## src/rtl/evt_timer_pkg.sv

```systemverilog
package evt_timer_pkg;

    typedef enum logic [2:0] {
        ST_HALT,
        ST_CAPTURE,
        ST_RELOAD,
        ST_UPDN,
        ST_BAUD
    } tmr_state_e;

    typedef struct packed {
        logic run;
        logic ext_en;
        logic cap_mode;
        logic src_ext;
        logic tx_sel;
        logic rx_sel;
        logic down_en;
        logic out_en;
        logic irq_en;
    } tmr_cfg_t;

    localparam int unsigned ADDR_W     = 2;
    localparam logic [1:0]  ADDR_CTRL  = 2'd0;
    localparam logic [1:0]  ADDR_OPT   = 2'd1;
    localparam logic [1:0]  ADDR_COUNT = 2'd2;
    localparam logic [1:0]  ADDR_HOLD  = 2'd3;

    localparam int unsigned CB_RUN  = 0;
    localparam int unsigned CB_EXT  = 1;
    localparam int unsigned CB_CAP  = 2;
    localparam int unsigned CB_SRC  = 3;
    localparam int unsigned CB_TX   = 4;
    localparam int unsigned CB_RX   = 5;
    localparam int unsigned CB_EXTF = 6;
    localparam int unsigned CB_OVFF = 7;

    localparam int unsigned OB_DOWN = 0;
    localparam int unsigned OB_TGL  = 1;
    localparam int unsigned OB_IRQ  = 2;

endpackage

```

## src/rtl/evt_pin_sync.sv

```systemverilog
module evt_pin_sync #(
    parameter int unsigned N = 2
) (
    input  logic         clk,
    input  logic         rst_n,
    input  logic [N-1:0] pin_i,
    output logic [N-1:0] level_o,
    output logic [N-1:0] fall_o
);
    logic [N-1:0] cur_q;
    logic [N-1:0] prev_q;

    for (genvar g = 0; g < N; g++) begin : g_pin
        always_ff @(posedge clk or negedge rst_n) begin
            if (!rst_n) begin
                cur_q[g]  <= 1'b1;
                prev_q[g] <= 1'b1;
            end else begin
                cur_q[g]  <= pin_i[g];
                prev_q[g] <= cur_q[g];
            end
        end
        assign fall_o[g]  = prev_q[g] & ~cur_q[g];
        assign level_o[g] = cur_q[g];
    end
endmodule

```

## src/rtl/evt_mode_fsm.sv

```systemverilog
module evt_mode_fsm
    import evt_timer_pkg::*;
(
    input  logic       clk,
    input  logic       rst_n,
    input  tmr_cfg_t   cfg_i,
    output tmr_state_e state_o,
    output logic       run_o,
    output logic       cap_o,
    output logic       rld_o,
    output logic       flag_ok_o,
    output logic       updn_o,
    output logic       wrap_rld_o,
    output logic       ext_irq_ok_o
);
    tmr_state_e state_q, state_d;

    always_comb begin
        if (!cfg_i.run)                      state_d = ST_HALT;
        else if (cfg_i.tx_sel | cfg_i.rx_sel) state_d = ST_BAUD;
        else if (cfg_i.cap_mode)             state_d = ST_CAPTURE;
        else if (cfg_i.down_en)              state_d = ST_UPDN;
        else                                 state_d = ST_RELOAD;
    end

    always_ff @(posedge clk or negedge rst_n) begin
        if (!rst_n) state_q <= ST_HALT;
        else        state_q <= state_d;
    end

    always_comb begin
        run_o        = 1'b0;
        cap_o        = 1'b0;
        rld_o        = 1'b0;
        flag_ok_o    = 1'b0;
        updn_o       = 1'b0;
        wrap_rld_o   = 1'b0;
        ext_irq_ok_o = 1'b1;
        unique case (state_q)
            ST_HALT: begin
            end
            ST_CAPTURE: begin
                run_o     = 1'b1;
                cap_o     = 1'b1;
                flag_ok_o = 1'b1;
            end
            ST_RELOAD: begin
                run_o      = 1'b1;
                rld_o      = 1'b1;
                flag_ok_o  = 1'b1;
                wrap_rld_o = 1'b1;
            end
            ST_UPDN: begin
                run_o        = 1'b1;
                flag_ok_o    = 1'b1;
                updn_o       = 1'b1;
                wrap_rld_o   = 1'b1;
                ext_irq_ok_o = 1'b0;
            end
            ST_BAUD: begin
                run_o      = 1'b1;
                wrap_rld_o = 1'b1;
            end
            default: begin
            end
        endcase
    end

    assign state_o = state_q;

    // any baud select with run set lands in BAUD on the next clock
    assert_baud_first_R13: assert property (@(posedge clk) disable iff (!rst_n)
        (cfg_i.run && (cfg_i.tx_sel || cfg_i.rx_sel)) |=> (state_q == ST_BAUD));
endmodule

```

## src/rtl/evt_count_core.sv

```systemverilog
module evt_count_core #(
    parameter int unsigned W = 16
) (
    input  logic         clk,
    input  logic         rst_n,
    input  logic         step_i,
    input  logic         updn_i,
    input  logic         dir_up_i,
    input  logic         wrap_rld_i,
    input  logic         trig_cap_i,
    input  logic         trig_rld_i,
    input  logic         wr_cnt_i,
    input  logic         wr_hold_i,
    input  logic [W-1:0] wr_data_i,
    output logic [W-1:0] count_o,
    output logic [W-1:0] hold_o,
    output logic         wrap_o
);
    localparam logic [W-1:0] MAXV = {W{1'b1}};

    logic [W-1:0] count_q, hold_q, count_d;
    logic         down, wrap_now;

    assign down     = updn_i & ~dir_up_i;
    assign wrap_now = step_i & (down ? (count_q == hold_q) : (count_q == MAXV));
    assign wrap_o   = wrap_now & ~trig_rld_i & ~wr_cnt_i;

    always_comb begin
        count_d = count_q;
        if (wr_cnt_i)        count_d = wr_data_i;
        else if (trig_rld_i) count_d = hold_q;
        else if (wrap_now) begin
            if (down)            count_d = MAXV;
            else if (wrap_rld_i) count_d = hold_q;
            else                 count_d = '0;
        end else if (step_i) begin
            count_d = down ? count_q - 1'b1 : count_q + 1'b1;
        end
    end

    always_ff @(posedge clk or negedge rst_n) begin
        if (!rst_n) begin
            count_q <= '0;
            hold_q  <= '0;
        end else begin
            count_q <= count_d;
            if (wr_hold_i)       hold_q <= wr_data_i;
            else if (trig_cap_i) hold_q <= count_q;
        end
    end

    assign count_o = count_q;
    assign hold_o  = hold_q;

    // an up wrap with reload enabled brings in the holding value
    assert_reload_on_wrap_R3: assert property (@(posedge clk) disable iff (!rst_n)
        (step_i && !updn_i && wrap_rld_i && count_q == MAXV && !trig_rld_i && !wr_cnt_i)
        |=> (count_q == $past(hold_q)));

    // a capture takes the count as it stood before the edge
    assert_capture_live_R5: assert property (@(posedge clk) disable iff (!rst_n)
        (trig_cap_i && !wr_hold_i) |=> (hold_q == $past(count_q)));

    // down count at the floor goes to all ones
    assert_floor_wrap_R8: assert property (@(posedge clk) disable iff (!rst_n)
        (step_i && down && count_q == hold_q && !wr_cnt_i && !trig_rld_i)
        |=> (count_q == MAXV));
endmodule

```

## src/rtl/evt_timer16.sv

```systemverilog
module evt_timer16
    import evt_timer_pkg::*;
#(
    parameter int unsigned W = 16
) (
    input  logic              clk,
    input  logic              rst_n,
    input  logic              tick_i,
    input  logic              cnt_in_i,
    input  logic              trig_i,
    input  logic              t1_ovf_i,
    input  logic              wr_en_i,
    input  logic [ADDR_W-1:0] wr_addr_i,
    input  logic [W-1:0]      wr_data_i,
    output logic              ovf_flag_o,
    output logic              ext_flag_o,
    output logic              irq_o,
    output logic              tx_baud_o,
    output logic              rx_baud_o,
    output logic              tgl_o,
    output logic [W-1:0]      count_o,
    output logic [W-1:0]      hold_o
);
    tmr_cfg_t   cfg_q;
    tmr_state_e state;
    logic run, cap_en, rld_en, flag_ok, updn, wrap_rld, ext_irq_ok;
    logic wr_ctrl, wr_opt, wr_cnt, wr_hold;
    logic [1:0] pin_lvl, pin_fall;
    logic step, trig_evt, wrap, ovf_set, ext_set;
    logic ovf_flag_q, ext_flag_q, ovf_pulse_q, tgl_q;

    assign wr_ctrl = wr_en_i && (wr_addr_i == ADDR_CTRL);
    assign wr_opt  = wr_en_i && (wr_addr_i == ADDR_OPT);
    assign wr_cnt  = wr_en_i && (wr_addr_i == ADDR_COUNT);
    assign wr_hold = wr_en_i && (wr_addr_i == ADDR_HOLD);

    always_ff @(posedge clk or negedge rst_n) begin
        if (!rst_n) begin
            cfg_q <= '0;
        end else begin
            if (wr_ctrl) begin
                cfg_q.run      <= wr_data_i[CB_RUN];
                cfg_q.ext_en   <= wr_data_i[CB_EXT];
                cfg_q.cap_mode <= wr_data_i[CB_CAP];
                cfg_q.src_ext  <= wr_data_i[CB_SRC];
                cfg_q.tx_sel   <= wr_data_i[CB_TX];
                cfg_q.rx_sel   <= wr_data_i[CB_RX];
            end
            if (wr_opt) begin
                cfg_q.down_en <= wr_data_i[OB_DOWN];
                cfg_q.out_en  <= wr_data_i[OB_TGL];
                cfg_q.irq_en  <= wr_data_i[OB_IRQ];
            end
        end
    end

    evt_pin_sync #(.N(2)) u_pins (
        .clk     (clk),
        .rst_n   (rst_n),
        .pin_i   ({cnt_in_i, trig_i}),
        .level_o (pin_lvl),
        .fall_o  (pin_fall)
    );

    evt_mode_fsm u_fsm (
        .clk          (clk),
        .rst_n        (rst_n),
        .cfg_i        (cfg_q),
        .state_o      (state),
        .run_o        (run),
        .cap_o        (cap_en),
        .rld_o        (rld_en),
        .flag_ok_o    (flag_ok),
        .updn_o       (updn),
        .wrap_rld_o   (wrap_rld),
        .ext_irq_ok_o (ext_irq_ok)
    );

    assign step     = run & (cfg_q.src_ext ? pin_fall[1] : tick_i);
    assign trig_evt = pin_fall[0] & cfg_q.ext_en;

    evt_count_core #(.W(W)) u_core (
        .clk        (clk),
        .rst_n      (rst_n),
        .step_i     (step),
        .updn_i     (updn),
        .dir_up_i   (pin_lvl[0]),
        .wrap_rld_i (wrap_rld),
        .trig_cap_i (trig_evt & cap_en),
        .trig_rld_i (trig_evt & rld_en),
        .wr_cnt_i   (wr_cnt),
        .wr_hold_i  (wr_hold),
        .wr_data_i  (wr_data_i),
        .count_o    (count_o),
        .hold_o     (hold_o),
        .wrap_o     (wrap)
    );

    assign ovf_set = wrap & ~(cfg_q.tx_sel | cfg_q.rx_sel);
    assign ext_set = trig_evt & flag_ok;

    always_ff @(posedge clk or negedge rst_n) begin
        if (!rst_n) begin
            ovf_flag_q  <= 1'b0;
            ext_flag_q  <= 1'b0;
            ovf_pulse_q <= 1'b0;
            tgl_q       <= 1'b0;
        end else begin
            ovf_flag_q  <= ovf_set | (wr_ctrl ? wr_data_i[CB_OVFF] : ovf_flag_q);
            ext_flag_q  <= ext_set | (wr_ctrl ? wr_data_i[CB_EXTF] : ext_flag_q);
            ovf_pulse_q <= wrap;
            if (wrap && cfg_q.out_en) tgl_q <= ~tgl_q;
        end
    end

    assign ovf_flag_o = ovf_flag_q;
    assign ext_flag_o = ext_flag_q;
    assign irq_o      = cfg_q.irq_en & (ovf_flag_q | (ext_flag_q & ext_irq_ok));
    assign tx_baud_o  = cfg_q.tx_sel ? ovf_pulse_q : t1_ovf_i;
    assign rx_baud_o  = cfg_q.rx_sel ? ovf_pulse_q : t1_ovf_i;
    assign tgl_o      = tgl_q;

    // halted timer keeps its count unless software loads it
    assert_halt_holds_R2: assert property (@(posedge clk) disable iff (!rst_n)
        (state == ST_HALT && !wr_cnt) |=> $stable(count_o));

    // overflow flag is sticky until software clears it
    assert_ovf_sticky_R4: assert property (@(posedge clk) disable iff (!rst_n)
        (ovf_flag_q && !wr_ctrl) |=> ovf_flag_q);

    // no hardware overflow flag while a baud select is set
    assert_no_ovf_in_baud_R4: assert property (@(posedge clk) disable iff (!rst_n)
        ((cfg_q.tx_sel || cfg_q.rx_sel) && !wr_ctrl && !ovf_flag_q) |=> !ovf_flag_q);

    // disabled trigger never raises the external flag
    assert_ext_ignored_R6: assert property (@(posedge clk) disable iff (!rst_n)
        (!cfg_q.ext_en && !wr_ctrl && !ext_flag_q) |=> !ext_flag_q);

    // external flag is silent in up/down mode
    assert_updn_quiet_R9: assert property (@(posedge clk) disable iff (!rst_n)
        (state == ST_UPDN && !ovf_flag_q) |-> !irq_o);

    // hardware set wins over a same-cycle software clear
    assert_set_wins_R12: assert property (@(posedge clk) disable iff (!rst_n)
        (wrap && !cfg_q.tx_sel && !cfg_q.rx_sel && wr_ctrl && !wr_data_i[CB_OVFF]) |=> ovf_flag_q);

    // an overflow with the pin enabled flips the pin
    assert_toggle_R11: assert property (@(posedge clk) disable iff (!rst_n)
        (wrap && cfg_q.out_en) |=> (tgl_q != $past(tgl_q)));
endmodule

```

## config.mk

```make
export PLATFORM = sky130hd
export DESIGN_NAME = evt_timer16
export DESIGN_NICKNAME = d
export VERILOG_FILES = /design/src/rtl/evt_timer_pkg.sv /design/src/rtl/evt_pin_sync.sv /design/src/rtl/evt_mode_fsm.sv /design/src/rtl/evt_count_core.sv /design/src/rtl/evt_timer16.sv
export SDC_FILE = /design/constraint.sdc
export NUM_CORES = 1
export LEC_CHECK = 0
export BUFFER_PORTS_ARGS = -buffer_cell sky130_fd_sc_hd__buf_2
export CORE_UTILIZATION = 40
export CTS_BUF_LIST = sky130_fd_sc_hd__clkbuf_16
export DETAILED_ROUTE_END_ITERATION = 7
export GPL_TIMING_DRIVEN = 0
export PLACE_DENSITY = 0.64
export SKIP_LAST_GASP = 1
export SYNTH_ARGS = -nofsm -noshare
export SYNTH_HDL_FRONTEND = slang
export SYNTH_SLANG_ARGS = --single-unit
```

## constraint.sdc

```tcl
create_clock -name clk -period 2.8 [get_ports clk]
set_clock_uncertainty 0.1 [all_clocks]
set_input_delay 0.42 -clock clk [delete_from_list [all_inputs] [get_ports clk]]
set_output_delay 0.42 -clock clk [all_outputs]
set_load 0.01 [all_outputs]
```

Word level (Yosys, flattened, before mapping)
Index checks and enable logic that the tools add are counted.
Widths: inputs -> output; s select.

word-level totals
  bits in registers = 52
  output and inout bits = 38

cells by class
  bitwise logic cells = 24
  reductions and logical operators = 11
  eq/ne operators = 9
  add/subtract/negate cells = 2
  mux-type cells = 26

operators by type and width
  kind                   number
  $mux 16                9
  $add 16x1->16 const B  1
  $eq 16x16->1           1
  $eq 16x16->1 const B   1
  $sub 16x1->16 const B  1
  $and 1x1->1            14
  $mux 1                 14
  $mux 3                 3
  $eq 3x2->1 const B     2
  $not 1->1              6
  $reduce_or 3->1        2
  $logic_and 1x1->1      5
  $eq 2x2->1 const B     2
  $or 1x1->1             4
  $reduce_bool 4->1      1
  $reduce_or 4->1        1
  $eq 3x1->1 const B     1
  $eq 3x3->1 const B     1
  $eq 2x1->1 const B     1
  $logic_not 2->1        1
  $reduce_bool 2->1      1

Logic depth before layout (Yosys ltp)
Gate-level depths: netlist (run 1).

  depth in word-level cells = 9
  gate-level depth with buffers = 13
  gate-level depth less buffers = 10

Hierarchy
Synthesis (run 1) repeated with hierarchy kept, for this count alone.

unflattened totals
  cells, all modules = 397
  area, all modules = 3668.5 um2

by module, submodules not included
  module          times used  cells an instance  area an instance (um2)
  evt_count_core  1           331                2765.2
  evt_timer16     1           44                 605.6
  evt_mode_fsm    1           16                 165.2
  evt_pin_sync    1           6                  132.6

Worst setup path after synthesis (run 1)
No wires, ideal clock.

  path kind = register -> register
  start point = register u_pins.cur_q[0], in the netlist u_pins.level_o[0]
  end point = register u_core.count_q[8], in the netlist u_core.count_o[8]
  setup slack = -136 ps
  data required time = 2575 ps
  arrival time = 2711 ps
  stages on the path, launching flop included = 13
  cell sequence = dfstp_2 > nand4bb_1 > clkbuf_1 > clkbuf_1 > xnor2_1 > ha_1 > or3_1 > nor4_1 > o21ai_0 > xnor2_1 > a21oi_1 > mux2i_1 > a21oi_1

on the way
  word-level cells in the longest chain between the ends = 7
  elaborated cells between the ends (all ways) = 14

RTL lines
  what                                    RTL line                                    RTL
  start, declared                         evt_pin_sync.sv:10                          logic [N-1:0] cur_q;
  start signal, assigned by index         evt_pin_sync.sv:19                          cur_q[g] <= pin_i[g];
  $not 1->1 *                             evt_pin_sync.sv:23, evt_count_core.sv:24
  $and 1x1->1                             evt_count_core.sv:24                        assign down = updn_i & ~dir_up_i;
  $mux 16 or $mux 1 (tied branches)       evt_count_core.sv:37, evt_count_core.sv:25
  $mux 16 or $and 1x1->1 (tied branches)  evt_count_core.sv:36, evt_count_core.sv:25
  $mux 16                                 evt_count_core.sv:32                        else if (wrap_now) begin
  $mux 16                                 evt_count_core.sv:31                        else if (trig_rld_i) count_d = hold_q;
  $mux 16                                 evt_count_core.sv:30                        if (wr_cnt_i) count_d = wr_data_i;
  end signal, assigned                    evt_count_core.sv:46                        count_q <= count_d;
  end, declared                           evt_count_core.sv:21                        logic [W-1:0] count_q, hold_q, count_d;

Mark *: on every way between the ends. The rest lies on a longest branch, timed or not. The select of a mux whose other input is x is not followed.
A chain may end at the register's enable or synchronous reset.

Worst setup path after layout (run 1)
Same ends and word-level chain as after synthesis.

==> results.toml, run 1 <==
[setup_path]
end_kind = "register"
slowest_stage = "or4_4"
crit_path_frequent_cell = "a21oi_1"
required_ns = 2.89
regToRegEndpoint = "u_core.count_o[8]"
slowest_delay_ns = 0.61
ff2ff_setup_slack_ns = -0.09
critPathLaunchType = "register"
crit_type = "reg -> reg"
worstPathCellList = "nand4bb_1 -> clkbuf_8 -> clkbuf_16 -> xnor2_4 -> ha_4 -> nand4_1 -> or4_4 -> o21ai_2 -> xnor2_1 -> a21oi_1 -> mux2i_1 -> a21oi_1"
worstPathArrival_ns = 2.98
worstPathMaxFanout = 5
rr_startpoint = "u_pins.level_o[0]"
r2r_cells = 12

[cells_and_area]
num_antenna_cells = 0
nNetsFinal = 524
ff_latch_area_mm2 = 0.00131
num-fill-cells = 843
stdcell_area_mm2 = 0.00453
multiInputGateArea_mm2 = 0.00226
syn_to_final_growth_pct = 26.9
post-route-util_pct = 52.2
drive_gt1_share_pct = 31.1

[timing]
period_share_pct = 103
fin_hold_ws_ns = 0.0704
worst_slew_pin_slew_ns = 1.01
setup_ws_ns = -0.0922
max_slew_margin_pct = 32.0
hold_viol_final = 0
finalSetupViolCount = 4
max_clock_freq_mhz = 346
drv_slew = 0
fin_crit_ns = 2.89
rsz0062_at_grt = "yes"

[die]
dieHeight_um = 96.5
initial_core_util_pct = 41.1
rows = 34
die_w_um = 96.5
die-area_mm2 = 0.00930
coreArea_mm2 = 0.00868
ios = 63

[run]
maxCapViolCount = 0

[route]
drtPass1Iterations = 4
route.detailed.drc = 0
wl_per_cell_um = 21.8
routed-via-count = 3686
drtAntennaViolNets = 0
detail_route.vias_per_cell = 6.07
dr.first_iter.drc_count = 282
routed_wl_um = 13200

[placement]
port_buffers = 62
dp_hpwl_um = 9620
globalplace.congestion = 0.971
post_dp_cell_area_mm2 = 0.00402

[logic_synthesis]
ys_ff_latch = 52
synth.most_common_cell = "dfrtp_1"
synth.distinct_cells = 65
synth_top_area_share_pct = 33.7
synth_fp_nets = 439
netlist_top_cells_area = "dfrtp_1 34%, mux2i_1 5.9%, nand2_1 4.3%"
synth_area_per_cell_um2 = 8.64
synthTopCellsByCount = "48 x dfrtp_1, 41 x nand2_1, 28 x o21ai_0"
yosysSeqAreaShare_pct = 36.6
synthArstFlopShare_pct = 100
synth.largest_area_cell = "dfrtp_1"
synth_edf_count = 0
ys_warn_count = 0
syn_inst = 413
synth_ff_type = "dfrtp_1"
netlist_area_mm2 = 0.00357

[run_status]
violations = "negative setup slack"
status = "finished, violations left"

[grt]
grt_max_degree = 53
grt_remaining_overflow = 0
track_usage_pct = 29.6
grt_pass1_wl_um = 20000
grt_pass1_vias = 3488
antenna_found_initial = 0

[min_path]
hp-class = "in -> async"

[pwr]
leakagePower_nw = 2.03
power_density_mw_per_mm2 = 886
ir_drop_v = 0.000506

[clock_tree]
cts_tree = "done"
clock_sinks = 52
clock_latency_ns = 0.30
numCtsBuffers = 5
cts_max_level = 2
cts-root-buf = "clkbuf_16"
clk_path_buf_depth = 2
clk_pin_slew_ns = 0.08
==> per-layer routing <==
layer | vias to the layer above | share of wire [%] | GRT usage [%]
met5 | - | 0 | 0
met4 | 0 | 2.7 | 11.2
met3 | 18 | 5.9 | 4.69
met2 | 157 | 46 | 47.5
met1 | 1807 | 45 | 40.0
li1 | 1704 | - | -
==> final cells by class <==
| class | instances | share of cell area [%] |
|---|---|---|
| multi-input combinational | 316 | 50.0 |
| sequential | 52 | 28.9 |
| timing repair buffer | 80 | 9.84 |
| buffer | 28 | 3.62 |
| tap | 108 | 2.98 |
| clock buffer | 5 | 2.76 |
| inverter | 15 | 1.24 |
| clock inverter | 3 | 0.636 |
==> flip-flops by register name (all words and copies together) (netlist names) <==
register and flops:
u_pins.prev_q 2, u_fsm.state_o 3, u_core.hold_o 16, ovf_pulse_q 1, u_core.count_o 16, tgl_o 1
ovf_flag_o 1, ext_flag_o 1, cfg_q 9, u_pins.level_o 2
==> cells by family after synthesis <==
logic type	count (synthesis)	synth area share (%)
buffers and inverters	45	5.29
DFF	52	36.6
xor gates and xnor gates	16	3.93
muxes	34	10.1
and+or+nand+nor	145	22.2
adders and majority gates	1	0.351
AOI/OAI and AO/OA	120	21.5
==> cell usage in the layout (no fill, tap or decap), types with 8 or more instances in the layout <==
master	instances
a21oi_1	24
a31oi_1	11
buf_2	64
buf_4	20
clkbuf_1	15
dfrtp_1	46
inv_1	14
mux2_2	12
mux2i_1	21
nand2_1	40
nand3_1	10
nand4_1	12
nor2_1	20
nor2b_1	8
nor3_1	8
o21ai_0	22
o22ai_1	15
xnor2_1	9
==> how the worst max path moves through the flow <==
stage                     cells past startpoint                end  slack, ns               from
final                                        12  u_core.count_o[8]      -0.09  u_pins.level_o[0]
after global routing                         12  u_core.count_o[8]      -0.24  u_pins.level_o[0]
after CTS                                    13  u_core.count_o[8]      -0.09   u_fsm.state_o[2]
after detailed placement                     13  u_core.count_o[8]      -0.53   u_fsm.state_o[2]
after global placement                       13  u_core.count_o[8]      -0.55   u_fsm.state_o[2]
after floorplan                              13  u_core.count_o[8]      0.008   u_fsm.state_o[2]
==> report_power, final <==
part	leakage [nW]	internal, W	total (W)	switching, W
sequential	0.615	0.000971	0.00128	0.000304
combinational	1.33	0.000875	0.00206	0.00119
clock	0.0767	0.000346	0.000673	0.000327
==> worst max-delay path: cells and delay by family, from the launching register on <==
kind | cells | cell delay [ns]
DFF | 1 | 0.56
and+or+nand+nor | 3 | 0.92
muxes | 1 | 0.23
xor gates and xnor gates | 2 | 0.20
buffers and inverters | 2 | 0.27
adders and majority gates | 1 | 0.17
AOI/OAI and AO/OA | 3 | 0.32
==> repair_timing <==
action,CTS,global route
hold buffers,0,0
endpoints found under the setup margin,17,16
resized for setup,26,37
pin swaps,5,22
setup buffers,8,9
==> stage by stage <==
| stage | setup TNS (ns) | cells | worst slack [ns] | total power (W) |
|---|---|---|---|---|
| final | -0.235 | 607 | -0.0922 | 0.00401 |
| after global placement | -4.23 | 583 | -0.555 | 0.00298 |
| after global routing | -0.894 | 607 | -0.236 | 0.00428 |
| after CTS | -0.140 | 600 | -0.0869 | 0.00380 |
| after floorplan | 0 | 413 | 0.00800 | 0.00238 |
| after detailed placement | -4.15 | 584 | -0.530 | 0.00301 |
Note: power is estimated with default switching activity, not from simulation.
==> run 2, diff against run 1 <==
--- a/config.mk
+++ b/config.mk
@@ -10,7 +10,6 @@
 export CTS_BUF_LIST = sky130_fd_sc_hd__clkbuf_16
 export DETAILED_ROUTE_END_ITERATION = 7
 export GPL_TIMING_DRIVEN = 0
-export PLACE_DENSITY = 0.64
 export SKIP_LAST_GASP = 1
 export SYNTH_ARGS = -nofsm -noshare
 export SYNTH_HDL_FRONTEND = slang
==> results.toml, run 2 (synthesis results as in run 1) <==
[grt]
grt_remaining_overflow = 0
grt_pass1_vias = 3443
antenna_found_initial = 0
grt_max_degree = 53
met2_usage_pct = 46.1
top_usage_layer = "met2"
track_usage_pct = 30.2
grt_pass1_wl_um = 20100
met3_usage_pct = 3.29
use_met1_pct = 43.4

[timing]
setup_ws_ns = 0.0210
fin_setup_tns_ns = 0
finalSetupViolCount = 0
worst_slew_pin_slew_ns = 1.20
max_clock_freq_mhz = 360
period_share_pct = 99.2
hold_viol_final = 0
drv_slew = 0
max_slew_margin_pct = 20.2
fin_crit_ns = 2.78

[clock_tree]
cts-root-buf = "clkbuf_16"
cts_max_level = 2
ctsHoldBuffers = 0
cts_tree = "done"
clock_sinks = 52
clock_latency_ns = 0.30
clk_pin_slew_ns = 0.08
clk_path_buf_depth = 2
numCtsBuffers = 5

[pwr]
ir_drop_v = 0.000479
p_int_w = 0.00215
seqPwrFrac_pct = 32.2
leakagePower_nw = 1.96
power_density_mw_per_mm2 = 895
swShare_pct = 46.2
p_switching_w = 0.00184
power.share.combinational_pct = 50.9
pwr-share-clk_pct = 16.9
total_power_w = 0.00399

[setup_path]
regToRegEndpoint = "u_core.count_o[13]"
ff2ff_setup_slack_ns = 0.02
end_kind = "register"
crit_type = "reg -> reg"
worstPathArrival_ns = 2.87
required_ns = 2.89
crit_start = "u_fsm.state_o[2]"
rr_startpoint = "u_fsm.state_o[2]"
cp-endpoint = "u_core.count_o[13]"
critPathLaunchType = "register"
r2r_cells = 8
worstPathMaxFanout = 7

[die]
dieHeight_um = 96.5
initial_core_util_pct = 41.1
die_w_um = 96.5
coreArea_mm2 = 0.00868
die-area_mm2 = 0.00930
ios = 63
rows = 34

[run]
maxCapViolCount = 0

[cells_and_area]
layout_common_cells = "65 x buf_2, 46 x dfrtp_1, 40 x nand2_1, 25 x a21oi_1, 24 x o21ai_0"
final_common_cell = "buf_2"
stdcell_area_mm2 = 0.00446
nNetsFinal = 516
num_antenna_cells = 0
syn_to_final_growth_pct = 25.0
drive_gt1_share_pct = 29.1

[placement]
post_dp_cell_area_mm2 = 0.00402
dp_hpwl_um = 9780
globalplace.congestion = 0.957
port_buffers = 62
dp_slack_ns = -0.604

[route]
dr.first_iter.drc_count = 266
drtPass1Iterations = 5
drtAntennaViolNets = 0
detail_route.vias_per_cell = 6.20
routed_wl_um = 13600
route.detailed.drc = 0
routed-via-count = 3715
wl_per_cell_um = 22.8

[run_status]
status = "complete, no violations"

[min_path]
hp-class = "in -> reg"
==> run 2: cell type report <==
type | count | area [um2]
inverter | 15 | 56.3
sequential | 52 | 1310
multi-input combinational | 316 | 2270
buffer | 26 | 128
clock buffer | 5 | 125
clock inverter | 3 | 33.8
timing repair buffer | 74 | 400
fill | 855 | 4220
tap | 108 | 135
==> run 2: power groups by stage <==
stage / logic (W) / registers (W) / clock network [W]
2_1_floorplan: 0.00112 / 0.00125 / 0
3_3_place_gp: 0.00179 / 0.00124 / 0
3_5_place_dp: 0.00180 / 0.00124 / 0
4_1_cts: 0.00190 / 0.00124 / 0.000693
5_1_grt: 0.00223 / 0.00132 / 0.000714
6_report: 0.00203 / 0.00129 / 0.000673
==> run 2: how the worst min path moves through the flow <==
stage          slack (ns)         startpoint  cells past startpoint           endpoint
3_3_place_gp         0.26  u_pins.level_o[1]                      0   u_pins.prev_q[1]
5_1_grt              0.10           cnt_in_i                      1  u_pins.level_o[1]
3_5_place_dp         0.26  u_pins.level_o[1]                      0   u_pins.prev_q[1]
6_report             0.11             trig_i                      1  u_pins.level_o[0]
4_1_cts              0.11             trig_i                      1  u_pins.level_o[0]
2_1_floorplan        0.02              rst_n                      0           cfg_q[0]
==> run 2: what timing repair did <==
item	in CTS	in global routing
resized for setup	32	21
setup buffers	7	5
cloned	0	0
pin swaps	7	8
setup endpoints to repair	18	17
==> run 2: through the flow <==
step	hold WS [ns]	instances	utilization, %
6_report	0.109	599	51.4
3_3_place_gp	0.255	583	46.3
4_1_cts	0.106	597	50.1
2_1_floorplan	0.0244	413	-
5_1_grt	0.104	599	51.4
3_5_place_dp	0.260	583	46.3
==> run 2: worst max-delay path, stage by stage, from the launching register on <==
cell and delay [ns]:
dfrtp_1 0.42, nand4bb_1 0.21, clkbuf_8 0.18, buf_4 0.17, nor4_1 0.52, o21a_2 0.34
and2_1 0.33, a21oi_1 0.10, a211oi_1 0.30
==> run 2: per-layer routing <==
metal	part of all wire, %	wire length, um
met3	5.7	772
met5	0	0
met1	46	6280
met4	3.1	416
met2	45	6160
